$ cat config.mk
export PLATFORM = sky130hd
export DESIGN_NAME = periodic_irq_divider
export DESIGN_NICKNAME = d
export VERILOG_FILES = /design/src/rtl/pid_pkg.sv /design/src/rtl/pid_free_counter.sv /design/src/rtl/pid_rate_decode.sv /design/src/rtl/pid_tick_detect.sv /design/src/rtl/pid_flag_reg.sv /design/src/rtl/periodic_irq_divider.sv
export SDC_FILE = /design/constraint.sdc
export NUM_CORES = 1
export LEC_CHECK = 0
export BUFFER_PORTS_ARGS = -buffer_cell sky130_fd_sc_hd__clkbuf_2
export CAP_MARGIN = 20
export CORE_MARGIN = 8
export CORE_UTILIZATION = 50
export DETAILED_ROUTE_END_ITERATION = 6
export HOLD_SLACK_MARGIN = 0.1
export PLACE_DENSITY = 0.73
export SLEW_MARGIN = 20
export SYNTH_ARGS = -nofsm -noshare
export SYNTH_HDL_FRONTEND = slang
export SYNTH_HIERARCHICAL = 1
export SYNTH_SLANG_ARGS = --single-unit
$ cat constraint.sdc
create_clock -name clk -period 3.1 [get_ports clk]
set_input_delay 0 -clock clk [delete_from_list [all_inputs] [get_ports clk]]
set_output_delay 0 -clock clk [all_outputs]
set_load 0.02 [all_outputs]
$ cat src/rtl/pid_pkg.sv
package pid_pkg;
  localparam int unsigned CNT_W  = 15;
  localparam int unsigned CODE_W = 4;
  localparam int unsigned SHW    = $clog2(CNT_W + 1);

  // number of low counter bits that must be zero at a tick
  function automatic logic [SHW-1:0] rate_shift(input logic [CODE_W-1:0] code,
                                                input int unsigned slow_a,
                                                input int unsigned slow_b);
    logic [SHW-1:0] s;
    case (code)
      '0:                 s = '0;
      CODE_W'(1):         s = SHW'(slow_a);
      CODE_W'(2):         s = SHW'(slow_b);
      default:            s = SHW'(code) - SHW'(1);
    endcase
    return s;
  endfunction

  function automatic logic [CNT_W-1:0] low_mask(input logic [SHW-1:0] sh);
    logic [CNT_W-1:0] one;
    one = CNT_W'(1);
    return (one << sh) - one;
  endfunction
endpackage

$ cat src/rtl/pid_free_counter.sv
module pid_free_counter #(
  parameter int unsigned W = 15
) (
  input  logic         clk,
  input  logic         rst_n,
  input  logic         step,
  output logic [W-1:0] cnt,
  output logic [W-1:0] cnt_adv
);
  assign cnt_adv = step ? cnt + W'(1) : cnt;

  always_ff @(posedge clk) begin
    if (!rst_n) cnt <= '0;
    else        cnt <= cnt_adv;
  end

  p_hold_r10: assert property (@(posedge clk) disable iff (!rst_n)
    !step |=> $stable(cnt));
  p_advance_r5: assert property (@(posedge clk) disable iff (!rst_n)
    step |=> cnt == $past(cnt) + W'(1));
endmodule

$ cat src/rtl/pid_rate_decode.sv
module pid_rate_decode
  import pid_pkg::*;
#(
  parameter int unsigned SLOW_A = 7,
  parameter int unsigned SLOW_B = 8
) (
  input  logic [CODE_W-1:0] code,
  output logic              active,
  output logic [CNT_W-1:0]  mask
);
  logic [SHW-1:0] sh;
  always_comb begin
    sh     = rate_shift(code, SLOW_A, SLOW_B);
    active = (code != '0);
    mask   = low_mask(sh);
  end

  always_comb begin
    if (active) a_min_period_r3: assert (mask[1:0] == 2'b11);
  end
endmodule

$ cat src/rtl/pid_tick_detect.sv
module pid_tick_detect #(
  parameter int unsigned W = 15
) (
  input  logic         clk,
  input  logic         rst_n,
  input  logic         step,
  input  logic         enable,
  input  logic         active,
  input  logic [W-1:0] mask,
  input  logic [W-1:0] cnt_adv,
  output logic         hit,
  output logic         tick_q
);
  logic boundary;
  assign boundary = ((cnt_adv & mask) == '0);
  assign hit      = step & enable & active & boundary;

  always_ff @(posedge clk) begin
    if (!rst_n) tick_q <= 1'b0;
    else        tick_q <= hit;
  end

  p_tick_needs_step_r10: assert property (@(posedge clk) disable iff (!rst_n)
    tick_q |-> $past(step));
  p_tick_gated_r5: assert property (@(posedge clk) disable iff (!rst_n)
    tick_q |-> $past(enable) && $past(active));
  p_single_pulse_r7: assert property (@(posedge clk) disable iff (!rst_n)
    tick_q |=> !tick_q);
endmodule

$ cat src/rtl/pid_flag_reg.sv
module pid_flag_reg (
  input  logic clk,
  input  logic rst_n,
  input  logic set_i,
  input  logic clr_i,
  output logic pf,
  output logic irqf
);
  always_ff @(posedge clk) begin
    if (!rst_n) begin
      pf   <= 1'b0;
      irqf <= 1'b0;
    end else if (set_i) begin
      pf   <= 1'b1;
      irqf <= 1'b1;
    end else if (clr_i) begin
      pf   <= 1'b0;
      irqf <= 1'b0;
    end
  end

  p_flags_paired_r8: assert property (@(posedge clk) disable iff (!rst_n)
    pf == irqf);
  p_set_wins_r9: assert property (@(posedge clk) disable iff (!rst_n)
    set_i |=> pf && irqf);
  p_clear_r8: assert property (@(posedge clk) disable iff (!rst_n)
    clr_i && !set_i |=> !pf);
endmodule

$ cat src/rtl/periodic_irq_divider.sv
module periodic_irq_divider
  import pid_pkg::*;
#(
  parameter int unsigned SLOW_A = 7,
  parameter int unsigned SLOW_B = 8
) (
  input  logic              clk,
  input  logic              rst_n,
  input  logic              base_en,
  input  logic [CODE_W-1:0] rate_code,
  input  logic              pie_en,
  input  logic              stat_clr,
  output logic              tick_set,
  output logic              flag_periodic,
  output logic              flag_summary
);
  logic [CNT_W-1:0] cnt, cnt_adv, mask;
  logic             active, hit;

  pid_free_counter #(.W(CNT_W)) u_cnt (
    .clk(clk), .rst_n(rst_n), .step(base_en), .cnt(cnt), .cnt_adv(cnt_adv));

  pid_rate_decode #(.SLOW_A(SLOW_A), .SLOW_B(SLOW_B)) u_dec (
    .code(rate_code), .active(active), .mask(mask));

  pid_tick_detect #(.W(CNT_W)) u_det (
    .clk(clk), .rst_n(rst_n), .step(base_en), .enable(pie_en),
    .active(active), .mask(mask), .cnt_adv(cnt_adv),
    .hit(hit), .tick_q(tick_set));

  pid_flag_reg u_flags (
    .clk(clk), .rst_n(rst_n), .set_i(hit), .clr_i(stat_clr),
    .pf(flag_periodic), .irqf(flag_summary));

  p_tick_sets_flags_r8: assert property (@(posedge clk) disable iff (!rst_n)
    tick_set |-> flag_periodic && flag_summary);
  p_code0_quiet_r2: assert property (@(posedge clk) disable iff (!rst_n)
    $past(rate_code) == '0 |-> !tick_set);
  p_aligned_r6: assert property (@(posedge clk) disable iff (!rst_n)
    tick_set |-> cnt[1:0] == 2'b00);
endmodule

==> run summary <==
Status - complete, no violations
ANT cells - 0
CTS Buffer Depth - 2
Vias in the first global route - 1409
GR Overflow Total - 0
Clock skew - 0.00868 ns
Sw Share - 0.351
Site Rows - 21
Critical Path Fanout Max - 9
Class of the most critical setup path - in -> reg
Pwr dens - 287 mW/mm2
Post-route setup TNS - 0 ns
Largest net degree at the start of global routing - 25
Wirelength per Cell - 14.5 um
Seq/Total Area, Yosys - 0.195
Final hold vios - 0
Core area - 0.00334 mm2
H-Tree Level Count - 1
CP Data Required Time - 3.31 ns
Total number of vias - 1585
Critical Path AT - 2.84 ns
IO Pins - 12
EDFF count, synth - 0
Logic pwr share - 0.342
Async SR Flop Fraction - 0
Final Setup Violations - 0
IO Port Bufs - 11
Clock Sinks - 17
#FFs+latches synth - 17
Routed Antenna Nets - 0
RSZ-0062 raised after global routing - no
Cts bufs inserted - 3
Clock transition at path regs - 0.11 ns
Multi-input gate area - 0.00130 mm2
Seq. cell area - 340 um2
Worst skew pair latency - 0.30 ns
Initial core utilization - 0.522
Switching component of the power - 0.186 mW
Post-cts sizing count - 0
Final wirelength - 3860 um
Slew Limit Fails - 0
Synth top area share - 0.195
Tcrit/Tclk final - 0.850
Synth Instances - 211
Internal power - 0.344 mW
Netlist cell types - 60
First-pass GRT wire length - 6620 um
Vias per Instance - 5.96
Layout cells sized above 1 - 0.177
Post-CTS setup buffers - 0
Hold slack final - 0.113 ns
Die span in y - 75.0 um
Final #Nets - 236
Syn Area/Cell - 8.25 um2
Commonest register cell after synthesis - dfxtp_1
Max-cap violations - 0
DR pass1 iterations - 4
GRT Util Overall - 0.150
Drt drc - 0
Yosys warnings - 6
Slew margin rel. - 0.598
Initial antenna violation count - 0
Most frequent cells in the layout - nand2_1 (26), dfxtp_1 (17), clkbuf_2 (11)
Fmax achieved - 379 MHz
Post-synth top area cell - dfxtp_1
TritonCTS clock tree - built
Post-Syn Area - 0.00174 mm2
Gpl congestion - 0.944
CTS root buffer - clkbuf_4
Hpwl dp - 3010 um
Die W - 75.0 um
Class of the worst hold path - in -> reg
Die area - 0.00563 mm2
Commonest non-fill, non-tap cell in the layout - nand2_1
LEAKAGE - 0.749 nW
Syn Nets - 226
Clock power frac - 0.230
Worst VDD drop - 0.235 mV
Fillers - 315
Area grow syn2layout - 6.18%
Critical Path Source Type - primary input
CP endpoint kind - flop
DRT iter0 DRCs - 131
Largest cells by area after synthesis - dfxtp_1 (20%), nand2_1 (5.6%), mux2i_1 (4.6%), xor2_1 (4.5%), ha_1 (4.3%)
Final min period - 2.64 ns
Worst-Margin Slew - 0.595 ns
Sequential power share - 0.428
## repair_timing
item | 4_1_cts | 5_1_grt
endpoints found under the setup margin | 0 | 0
hold endpoints to repair | 2 | 0
hold buffers | 2 | 0
## kinds of logic after synthesis
kind of cell	synth area share
AND/OR/NAND/NOR	0.361
adder cells (fa/ha/maj)	0.0431
flip-flops	0.195
buffers and inverters	0.0603
multiplexers	0.0524
AO/OA/AOI/OAI	0.218
XOR/XNOR	0.0704
## power groups by stage
stage | combinational (mW) | sequential, mW | clock [mW]
after floorplan | 0.139 | 0.233 | 0
after global placement | 0.176 | 0.232 | 0
after detailed placement | 0.176 | 0.232 | 0
after CTS | 0.179 | 0.227 | 0.128
after global routing | 0.198 | 0.228 | 0.140
final | 0.181 | 0.227 | 0.122
## worst max-delay path, stage by stage
cell      delay (ns)
clkbuf_2        0.14
inv_1           0.12
ha_1            0.31
nor4_1          0.09
o21ai_1         0.21
nand2_1         0.20
or3_1           0.42
ha_1            0.25
buf_4           0.17
or3_1           0.37
nand4_1         0.10
a22oi_1         0.08
nand4_1         0.14
nor3_1          0.06
o21a_1          0.18
## per-layer routing
metal | GRT usage | vias to the layer above | wire length [um] | share of wire
met3 | 0.0373 | 2 | 222 | 0.057
met4 | 0.0370 | 0 | 19 | 0.0049
met5 | 0 | - | 0 | 0
met1 | 0.205 | 741 | 1850 | 0.48
li1 | - | 804 | - | -
met2 | 0.227 | 38 | 1770 | 0.46
## sequential cells by signal, indices dropped and copies added (netlist names)
signal and count:
u_det/tick_q 1, u_cnt/cnt 15, u_flags/irqf 1
## per-stage QoR
step           setup slack (ns)  total power, mW  cells   util  instance area (um2)
2_1_floorplan             0.310            0.372    211      -                 1740
3_3_place_gp              0.212            0.408    260  0.540                 1800
3_5_place_dp              0.159            0.409    260  0.540                 1800
4_1_cts                   0.479            0.534    266  0.554                 1850
5_1_grt                   0.267            0.566    266  0.554                 1850
6_report                  0.464            0.530    266  0.554                 1850
## path summary, 6_finish.rpt
| check | start | endpoint | slack [ns] | cells past startpoint |
|---|---|---|---|---|
| worst max register to register | u_cnt/cnt[0] | u_flags/irqf | 1.01 | 8 |
| worst min-delay path | base_en | u_det/tick_q | 0.11 | 3 |
| worst max-delay path | rate_code[0] | u_flags/irqf | 0.46 | 15 |
| worst min register to register | u_cnt/cnt[14] | u_cnt/cnt[14] | 0.49 | 2 |
## cell usage after synthesis, drive strengths merged, types with 8 or more instances
cell type / instances
and2: 8
inv: 8
nand3: 11
nand2: 26
mux2i: 8
o21ai: 11
xor2: 9
nand4: 8
a21oi: 8
dfxtp: 17
nand2b: 9
## final cells by class
class                   instances  area share
clock buffers                   3      0.0122
clock inverters                 1     0.00271
inverters                       8      0.0162
multi-input cells             175       0.701
flip-flops and latches         17       0.184
well taps                      46      0.0311
repair buffers                 16      0.0528
(Power assumes the default switching activity.)
